`src/rtl/bscan_pkg.sv`:
```
// Shared types for the boundary-scan test port: controller states,
// instruction opcodes and the data-register selector.
package bscan_pkg;
    typedef enum logic [3:0] {
        TS_RESET, TS_IDLE,
        TS_SEL_DR, TS_CAP_DR, TS_SHF_DR, TS_EX1_DR, TS_PAU_DR, TS_EX2_DR, TS_UPD_DR,
        TS_SEL_IR, TS_CAP_IR, TS_SHF_IR, TS_EX1_IR, TS_PAU_IR, TS_EX2_IR, TS_UPD_IR
    } tap_state_e;

    localparam int OPW = 4;
    localparam logic [OPW-1:0] OP_EXTEST = 4'h0;
    localparam logic [OPW-1:0] OP_SAMPLE = 4'h1;
    localparam logic [OPW-1:0] OP_IDCODE = 4'h2;
    localparam logic [OPW-1:0] OP_HIGHZ  = 4'h3;
    localparam logic [OPW-1:0] OP_SIGRD  = 4'h4;
    localparam logic [OPW-1:0] OP_CFGRD  = 4'h5;
    localparam logic [OPW-1:0] OP_BYPASS = 4'hF;
    localparam logic [OPW-1:0] IR_CAPTURE = 4'b0001;

    typedef enum logic [2:0] { DR_BYP, DR_ID, DR_BSR, DR_SIG, DR_CFG } dr_sel_e;
endpackage

```
`src/rtl/bscan_tap_fsm.sv`:
```
// Test-port controller state machine.
// Assumes: tms sampled on the rising tck edge; rst_n is the power-on reset
// (there is no separate test reset pin).
module bscan_tap_fsm
    import bscan_pkg::*;
(
    input  logic       tck,
    input  logic       rst_n,
    input  logic       tms,
    output tap_state_e state_q
);
    tap_state_e state_d;

    // Next-state function of the standard sixteen-state graph.
    always_comb begin
        state_d = state_q;
        case (state_q)
            TS_RESET:  state_d = tms ? TS_RESET  : TS_IDLE;
            TS_IDLE:   state_d = tms ? TS_SEL_DR : TS_IDLE;
            TS_SEL_DR: state_d = tms ? TS_SEL_IR : TS_CAP_DR;
            TS_CAP_DR: state_d = tms ? TS_EX1_DR : TS_SHF_DR;
            TS_SHF_DR: state_d = tms ? TS_EX1_DR : TS_SHF_DR;
            TS_EX1_DR: state_d = tms ? TS_UPD_DR : TS_PAU_DR;
            TS_PAU_DR: state_d = tms ? TS_EX2_DR : TS_PAU_DR;
            TS_EX2_DR: state_d = tms ? TS_UPD_DR : TS_SHF_DR;
            TS_UPD_DR: state_d = tms ? TS_SEL_DR : TS_IDLE;
            TS_SEL_IR: state_d = tms ? TS_RESET  : TS_CAP_IR;
            TS_CAP_IR: state_d = tms ? TS_EX1_IR : TS_SHF_IR;
            TS_SHF_IR: state_d = tms ? TS_EX1_IR : TS_SHF_IR;
            TS_EX1_IR: state_d = tms ? TS_UPD_IR : TS_PAU_IR;
            TS_PAU_IR: state_d = tms ? TS_EX2_IR : TS_PAU_IR;
            TS_EX2_IR: state_d = tms ? TS_UPD_IR : TS_SHF_IR;
            TS_UPD_IR: state_d = tms ? TS_SEL_DR : TS_IDLE;
            default:   state_d = TS_RESET;
        endcase
    end

    // State register with synchronous power-on reset.
    always_ff @(posedge tck) begin
        if (!rst_n) state_q <= TS_RESET;
        else        state_q <= state_d;
    end
endmodule

```
`src/rtl/bscan_ir.sv`:
```
// Instruction register: a shifter that captures a fixed pattern plus a
// parallel active-instruction stage.
// Assumes: the active stage resets to identify (or bypass without an ID word).
module bscan_ir
    import bscan_pkg::*;
#(
    parameter bit ID_PRESENT = 1'b1
) (
    input  logic           tck,
    input  logic           rst_n,
    input  tap_state_e     state_q,
    input  logic           tdi,
    output logic           ir_lsb,
    output logic [OPW-1:0] ir_q
);
    localparam logic [OPW-1:0] RST_OP = ID_PRESENT ? OP_IDCODE : OP_BYPASS;

    logic [OPW-1:0] ir_sh;

    // Instruction shifter: capture the fixed pattern, then shift toward bit 0.
    always_ff @(posedge tck) begin
        if (!rst_n)                   ir_sh <= '0;
        else if (state_q == TS_CAP_IR) ir_sh <= IR_CAPTURE;
        else if (state_q == TS_SHF_IR) ir_sh <= {tdi, ir_sh[OPW-1:1]};
    end

    // Active instruction: reset in Test-Logic-Reset, load on leaving Update-IR.
    always_ff @(posedge tck) begin
        if (!rst_n || state_q == TS_RESET) ir_q <= RST_OP;
        else if (state_q == TS_UPD_IR)     ir_q <= ir_sh;
    end

    assign ir_lsb = ir_sh[0];
endmodule

```
`src/rtl/bscan_shreg.sv`:
```
// Generic capture/shift data register (bypass, identification, signature,
// configuration readback). Shifts toward bit 0, serial input at the top.
module bscan_shreg #(
    parameter int W = 8
) (
    input  logic         tck,
    input  logic         rst_n,
    input  logic         cap_en,
    input  logic         shf_en,
    input  logic [W-1:0] cap_val,
    input  logic         tdi,
    output logic         lsb
);
    logic [W-1:0] q;

    generate
        if (W == 1) begin : g_one
            // Single stage: capture or take the serial input directly.
            always_ff @(posedge tck) begin
                if (!rst_n)      q <= '0;
                else if (cap_en) q <= cap_val;
                else if (shf_en) q <= tdi;
            end
        end else begin : g_wide
            // Multi-stage: capture in parallel or shift one place toward bit 0.
            always_ff @(posedge tck) begin
                if (!rst_n)      q <= '0;
                else if (cap_en) q <= cap_val;
                else if (shf_en) q <= {tdi, q[W-1:1]};
            end
        end
    endgenerate

    assign lsb = q[0];
endmodule

```
`src/rtl/bscan_bsr.sv`:
```
// Boundary register: one capture-only cell per dedicated input, and a data
// cell plus an enable cell (each with an update stage) per bidirectional pin.
// Assumes: N_IN >= 1; cell 0 lies next to the serial output.
module bscan_bsr #(
    parameter int N_IN = 2,
    parameter int N_IO = 3
) (
    input  logic            tck,
    input  logic            rst_n,
    input  logic            sel,
    input  logic            cap,
    input  logic            shf,
    input  logic            upd,
    input  logic            tdi,
    input  logic [N_IN-1:0] in_pad,
    input  logic [N_IO-1:0] io_pad_in,
    input  logic [N_IO-1:0] io_core_oe,
    output logic            sh_lsb,
    output logic [N_IO-1:0] upd_data,
    output logic [N_IO-1:0] upd_oe
);
    localparam int L = N_IN + 2 * N_IO;

    logic [L-1:0]    cap_vec;
    logic [L-1:0]    sh_q;
    logic [N_IO-1:0] sh_data;
    logic [N_IO-1:0] sh_oe;

    generate
        for (genvar i = 0; i < N_IN; i++) begin : g_in
            assign cap_vec[i] = in_pad[i];
        end
        for (genvar k = 0; k < N_IO; k++) begin : g_io
            assign cap_vec[N_IN + 2*k]     = io_pad_in[k];
            assign cap_vec[N_IN + 2*k + 1] = io_core_oe[k];
            assign sh_data[k]              = sh_q[N_IN + 2*k];
            assign sh_oe[k]                = sh_q[N_IN + 2*k + 1];
        end
    endgenerate

    // Capture/shift stages chained from the serial input down to cell 0.
    always_ff @(posedge tck) begin
        if (!rst_n)          sh_q <= '0;
        else if (sel && cap) sh_q <= cap_vec;
        else if (sel && shf) sh_q <= {tdi, sh_q[L-1:1]};
    end

    // Update stages of the bidirectional cells, loaded on leaving Update-DR.
    always_ff @(posedge tck) begin
        if (!rst_n) begin
            upd_data <= '0;
            upd_oe   <= '0;
        end else if (sel && upd) begin
            upd_data <= sh_data;
            upd_oe   <= sh_oe;
        end
    end

    assign sh_lsb = sh_q[0];
endmodule

```
`src/rtl/bscan_tap_top.sv`:
```
// Boundary-scan test port top: controller, instruction decode, data
// registers, serial-output stage and the pad/core mode multiplexers.
// Assumes: rst_n is the only reset source besides the five-high escape;
// the serial output is retimed on the falling tck edge.
module bscan_tap_top
    import bscan_pkg::*;
#(
    parameter int          N_IN       = 2,
    parameter int          N_IO       = 3,
    parameter bit          ID_PRESENT = 1'b1,
    parameter logic [31:0] ID_VALUE   = 32'h0A5C_103F,
    parameter int          SIG_W      = 16,
    parameter int          CFG_W      = 8
) (
    input  logic             tck,
    input  logic             rst_n,
    input  logic             tms,
    input  logic             tdi,
    output logic             tdo,
    output logic             tdo_en,
    input  logic [SIG_W-1:0] sig_value,
    input  logic [CFG_W-1:0] cfg_word,
    input  logic             sec_lock,
    input  logic [N_IN-1:0]  in_pad,
    output logic [N_IN-1:0]  in_core,
    input  logic [N_IO-1:0]  io_core_out,
    input  logic [N_IO-1:0]  io_core_oe,
    output logic [N_IO-1:0]  io_core_in,
    input  logic [N_IO-1:0]  io_pad_in,
    output logic [N_IO-1:0]  io_pad_out,
    output logic [N_IO-1:0]  io_pad_oe
);
    tap_state_e      state_q;
    logic [OPW-1:0]  ir_q;
    logic            ir_lsb;
    dr_sel_e         dr_sel;
    logic            cap_dr, shf_dr, upd_dr;
    logic            byp_lsb, id_lsb, sig_lsb, cfg_lsb, bsr_lsb;
    logic [N_IO-1:0] upd_data, upd_oe;
    logic [CFG_W-1:0] cfg_cap;
    logic            tdo_next, shift_any;
    logic            mode_ext, mode_hz;

    bscan_tap_fsm u_fsm (.tck(tck), .rst_n(rst_n), .tms(tms), .state_q(state_q));

    bscan_ir #(.ID_PRESENT(ID_PRESENT)) u_ir (
        .tck(tck), .rst_n(rst_n), .state_q(state_q), .tdi(tdi),
        .ir_lsb(ir_lsb), .ir_q(ir_q)
    );

    // Instruction decode to the selected data register.
    always_comb begin
        case (ir_q)
            OP_EXTEST, OP_SAMPLE: dr_sel = DR_BSR;
            OP_IDCODE:            dr_sel = ID_PRESENT ? DR_ID : DR_BYP;
            OP_SIGRD:             dr_sel = DR_SIG;
            OP_CFGRD:             dr_sel = DR_CFG;
            default:              dr_sel = DR_BYP;
        endcase
    end

    assign cap_dr  = (state_q == TS_CAP_DR);
    assign shf_dr  = (state_q == TS_SHF_DR);
    assign upd_dr  = (state_q == TS_UPD_DR);
    assign cfg_cap = sec_lock ? '0 : cfg_word;

    bscan_shreg #(.W(1)) u_byp (
        .tck(tck), .rst_n(rst_n), .cap_en(cap_dr && dr_sel == DR_BYP),
        .shf_en(shf_dr && dr_sel == DR_BYP), .cap_val(1'b0), .tdi(tdi), .lsb(byp_lsb)
    );
    bscan_shreg #(.W(32)) u_id (
        .tck(tck), .rst_n(rst_n), .cap_en(cap_dr && dr_sel == DR_ID),
        .shf_en(shf_dr && dr_sel == DR_ID), .cap_val(ID_VALUE), .tdi(tdi), .lsb(id_lsb)
    );
    bscan_shreg #(.W(SIG_W)) u_sig (
        .tck(tck), .rst_n(rst_n), .cap_en(cap_dr && dr_sel == DR_SIG),
        .shf_en(shf_dr && dr_sel == DR_SIG), .cap_val(sig_value), .tdi(tdi), .lsb(sig_lsb)
    );
    bscan_shreg #(.W(CFG_W)) u_cfg (
        .tck(tck), .rst_n(rst_n), .cap_en(cap_dr && dr_sel == DR_CFG),
        .shf_en(shf_dr && dr_sel == DR_CFG), .cap_val(cfg_cap), .tdi(tdi), .lsb(cfg_lsb)
    );

    bscan_bsr #(.N_IN(N_IN), .N_IO(N_IO)) u_bsr (
        .tck(tck), .rst_n(rst_n), .sel(dr_sel == DR_BSR),
        .cap(cap_dr), .shf(shf_dr), .upd(upd_dr), .tdi(tdi),
        .in_pad(in_pad), .io_pad_in(io_pad_in), .io_core_oe(io_core_oe),
        .sh_lsb(bsr_lsb), .upd_data(upd_data), .upd_oe(upd_oe)
    );

    // Serial-output source: instruction shifter or the selected data register.
    always_comb begin
        shift_any = (state_q == TS_SHF_IR) || (state_q == TS_SHF_DR);
        tdo_next  = 1'b0;
        if (state_q == TS_SHF_IR) tdo_next = ir_lsb;
        else if (state_q == TS_SHF_DR) begin
            case (dr_sel)
                DR_ID:   tdo_next = id_lsb;
                DR_BSR:  tdo_next = bsr_lsb;
                DR_SIG:  tdo_next = sig_lsb;
                DR_CFG:  tdo_next = cfg_lsb;
                default: tdo_next = byp_lsb;
            endcase
        end
    end

    // Falling-edge retiming of the serial output and its enable.
    always_ff @(negedge tck) begin
        if (!rst_n) begin
            tdo    <= 1'b0;
            tdo_en <= 1'b0;
        end else begin
            tdo    <= tdo_next;
            tdo_en <= shift_any;
        end
    end

    // Pad-side mode multiplexers; core-side inputs always follow the pads.
    assign mode_ext   = (ir_q == OP_EXTEST);
    assign mode_hz    = (ir_q == OP_HIGHZ);
    assign io_pad_out = mode_ext ? upd_data : io_core_out;
    assign io_pad_oe  = mode_hz ? '0 : (mode_ext ? upd_oe : io_core_oe);
    assign in_core    = in_pad;
    assign io_core_in = io_pad_in;
endmodule

```
`config.mk`:
```
export PLATFORM = sky130hd
export DESIGN_NAME = bscan_tap_top
export DESIGN_NICKNAME = d
export VERILOG_FILES = /design/src/rtl/bscan_pkg.sv /design/src/rtl/bscan_tap_fsm.sv /design/src/rtl/bscan_ir.sv /design/src/rtl/bscan_shreg.sv /design/src/rtl/bscan_bsr.sv /design/src/rtl/bscan_tap_top.sv
export SDC_FILE = /design/constraint.sdc
export NUM_CORES = 1
export LEC_CHECK = 0
export ABC_AREA = 0
export BUFFER_PORTS_ARGS = -buffer_cell sky130_fd_sc_hd__buf_2
export CORE_MARGIN = 2
export CORE_UTILIZATION = 45
export DETAILED_ROUTE_END_ITERATION = 6
export PLACE_DENSITY = 0.69
export RECOVER_POWER = 50
export SLEW_MARGIN = 10
export SYNTH_ARGS = -nofsm -noshare
export SYNTH_HDL_FRONTEND = slang
export SYNTH_SLANG_ARGS = --single-unit
```
`constraint.sdc`:
```
create_clock -name tck -period 3.8 [get_ports tck]
set_input_delay 0.38 -clock tck [delete_from_list [all_inputs] [get_ports tck]]
set_output_delay 0.38 -clock tck [all_outputs]
set_load 0.01 [all_outputs]
```
==> results by group <==
Drt
  • Via count: 3352
  • DRC: 0
  • Initial DRC count: 168
  • Wire per inst: 14.0 µm
  • Routed vias/inst: 5.63
  • Total Routed Length: 8.36 mm
  • Drt first pass iters: 4
  • Detail Route Antenna Nets: 0

Layout
  • Ant. Diodes: 0
  • Fillers: 816
  • Area Growth Syn to Fin: 10.5%
  • Layout Utilization: 51.1%
  • Cell area after layout: 0.00418 mm²
  • Final net count: 525
  • Fraction of layout cells with a size suffix above 1: 14.3%

Clock network
  • CTS Buffer Depth: 2
  • Hold bufs inserted after CTS: 0
  • Post-CTS Setup Repair Bufs: 0
  • Root Driver: clkbuf_8
  • CTS tree: built
  • Clk_lat worst skew: 390 ps
  • CTS HTree Levels: 3
  • Worst-path clk slew: 80 ps
  • Post-cts gate resize count: 0
  • Number of CTS-inserted buffers: 9
  • Clk sinks: 85

Yosys
  • Sequential share of the synthesized area: 45.0%
  • Post-synthesis register bit count: 85
  • Mapped cell area: 0.00378 mm²
  • Post-synth top area cell: dfxtp_1
  • Avg Cell Area, Syn: 8.25 µm²
  • Largest cells by area after synthesis: dfxtp_1 45%, nand2_1 9.5%, o21ai_0 4.9%
  • Top-area cell type share of the netlist area: 45.0%
  • Post-synth cell types: 45
  • Syn Inst Count: 458
  • Net count after synthesis: 498
  • Most used DFF post-synth: dfxtp_1
  • Synth warn: 0
  • Asr flop ratio synth: 0%
  • EDFF count, synth: 0

Critical path
  • Crit path cell chain: clkbuf_1 > nor4b_1 > o211ai_1 > o22ai_1
  • Path depth of the worst reg2reg path: 4
  • RR Endpoint: tdo$_SDFF_NN0_
  • WP buf/inv: 1
  • Worst R2R Start: u_fsm.state_q[0]$_SDFF_PN0_
  • Worst EP arrival: 1780 ps
  • R2R Setup Slk: 420 ps
  • Critical Path Source Type: register
  • Worst-path maximum fanout: 12
  • CP max stage cell: nor4b_1
  • Crit. Startpoint: u_fsm.state_q[0]$_SDFF_PN0_
  • Worst EP required: 2210 ps
  • Worst setup path end: tdo$_SDFF_NN0_
  • CP endpoint kind: register
  • WS Path Type: register to register
  • CP top delay family: simple AND/OR/NAND/NOR gates
  • Critical path's largest stage delay: 470 ps
  • Critical path depth: 4

Global routing
  • Initial antenna violation count: 0
  • Pin count of the biggest net entering global routing: 54
  • GR Overflow Total: 0
  • Met1 Track Usage GR: 25.9%
  • First-pass GRT wire length: 13.9 mm
  • GRT busiest layer: met2
  • Vias in the first global route: 2983
  • GR Util met2: 30.5%
  • GRT Overall Usage: 19.3%
  • GR Layer Usage met3: 5.77%

Pwr
  • P per Cell Area: 401 mW/mm²
  • P_leak: 1.66 nW
  • Tot Pwr: 0.00168 W
  • Max IR drop VDD: 0.229 mV

STA
  • Max Clock Skew: 43.3 ps
  • Final setup vio count: 0
  • Final Hold Fails: 0
  • Max Slew Vio Count: 34
  • Sum of negative setup slack: 0 ps
  • Relative slew slack: -4.80%
  • Final worst setup slack: 424 ps
  • RSZ-0062 raised after global routing: no
  • Worst-margin pin slew: 1570 ps

Placed design
  • DP Wirelength: 5.42 mm
  • Dpl cell area: 0.00401 mm²
  • IO buf count: 52
  • GPL Wtd Cong: 0.864
  • Worst slack at placement: 487 ps

Floorplan
  • Core Area: 0.00818 mm²
  • Die width: 95.7 µm
  • Initial Utilization: 46.2%
  • Die height: 95.7 µm
  • Die Area: 0.00915 mm²
  • FP Rows: 33
  • Ports: 53

Hold path
  • Class of the worst hold path: input port to register
  • Min-Delay Path Depth: 3

Run status
  • Failing checks: capacitance limit, slew limit
  • Outcome: finished with violations

Flow run
  • Max cap viols: 1
## logic make-up after synthesis
kind of cell | Yosys count | share of synthesized area [%]
AOI/OAI and AO/OA | 146 | 24.6
buffers and inverters | 50 | 6.26
DFF | 85 | 45.0
muxes | 13 | 3.57
and+or+nand+nor | 164 | 20.6
## report_power, final
part	internal (W)	switching (W)	leakage, nW
clock network	0.000330	0.000323	0.108
registers	0.000894	0.00000648	0.685
logic	0.0000449	0.0000769	0.867
total	0.00127	0.000407	1.66
## how the worst min path moves through the flow
stage	from	to	slack [ps]
global route	cfg_word[3]	u_cfg.q[3]$_SDFFE_PN0P_	320
finish	cfg_word[3]	u_cfg.q[3]$_SDFFE_PN0P_	330
CTS	cfg_word[3]	u_cfg.q[3]$_SDFFE_PN0P_	310
floorplan	u_cfg.q[0]$_SDFFE_PN0P_	u_cfg.q[0]$_SDFFE_PN0P_	430
detailed placement	u_cfg.q[3]$_SDFFE_PN0P_	u_cfg.q[3]$_SDFFE_PN0P_	440
global placement	u_id.q[31]$_SDFFE_PP0N_	u_id.q[30]$_SDFFE_PP0N_	430
## per-layer routing
metal / vias up / wire (µm)
li1: 1689 / -
met1: 1554 / 3870
met2: 100 / 3830
met3: 9 / 561
met4: 0 / 88
met5: - / 0
## cell usage after synthesis (4+ instances only)
library cell,instances
buf_4,6
o21ai_0,37
nand2_1,96
o22ai_1,26
a21oi_1,33
a32oi_1,8
a22oi_1,24
dfxtp_1,85
inv_1,6
clkbuf_1,26
mux2_2,4
nor2_1,20
buf_2,9
nand3b_1,8
mux2i_1,9
nand3_1,21
## state kept, by name, summed over array words and instances, names as in the netlist
| register | count |
|---|---|
| u_byp.lsb | 1 |
| u_ir.ir_q | 4 |
| tdo | 1 |
| u_sig.q | 16 |
| u_ir.ir_sh | 4 |
| u_fsm.state_q | 4 |
| tdo_en | 1 |
| u_cfg.q | 8 |
| u_id.q | 32 |
| u_bsr.upd_data | 3 |
| u_bsr.upd_oe | 3 |
| u_bsr.sh_q | 8 |
## cell usage in the layout, fill, tap and decap left out, types with 10 or more instances in the layout
master and n:
nor2_1 20, dfxtp_1 85, clkbuf_1 14, a21oi_1 33
nand2_1 96, nand3_1 21, buf_2 44, a22oi_1 24
clkbuf_8 10, o22ai_1 26, o21ai_0 37
## metrics by stage
stage | hold WS, ps | cells
floorplan | 425 | 458
global placement | 434 | 578
detailed placement | 442 | 578
CTS | 310 | 595
global route | 315 | 595
finish | 326 | 595
## worst min-delay path: stages
cell      delay, ps
buf_2            90
nand3b_1         70
a32oi_1          90
## cell type report
type | instances | area (µm²) | area share [%]
clock buffer | 12 | 145 | 3.47
clock inverter | 6 | 62.6 | 1.50
sequential | 85 | 1700 | 40.7
tap | 105 | 131 | 3.14
inverter | 5 | 18.8 | 0.449
timing repair buffer | 59 | 288 | 6.89
multi-input combinational | 323 | 1830 | 43.8
Power figures use the tool's default switching activity.
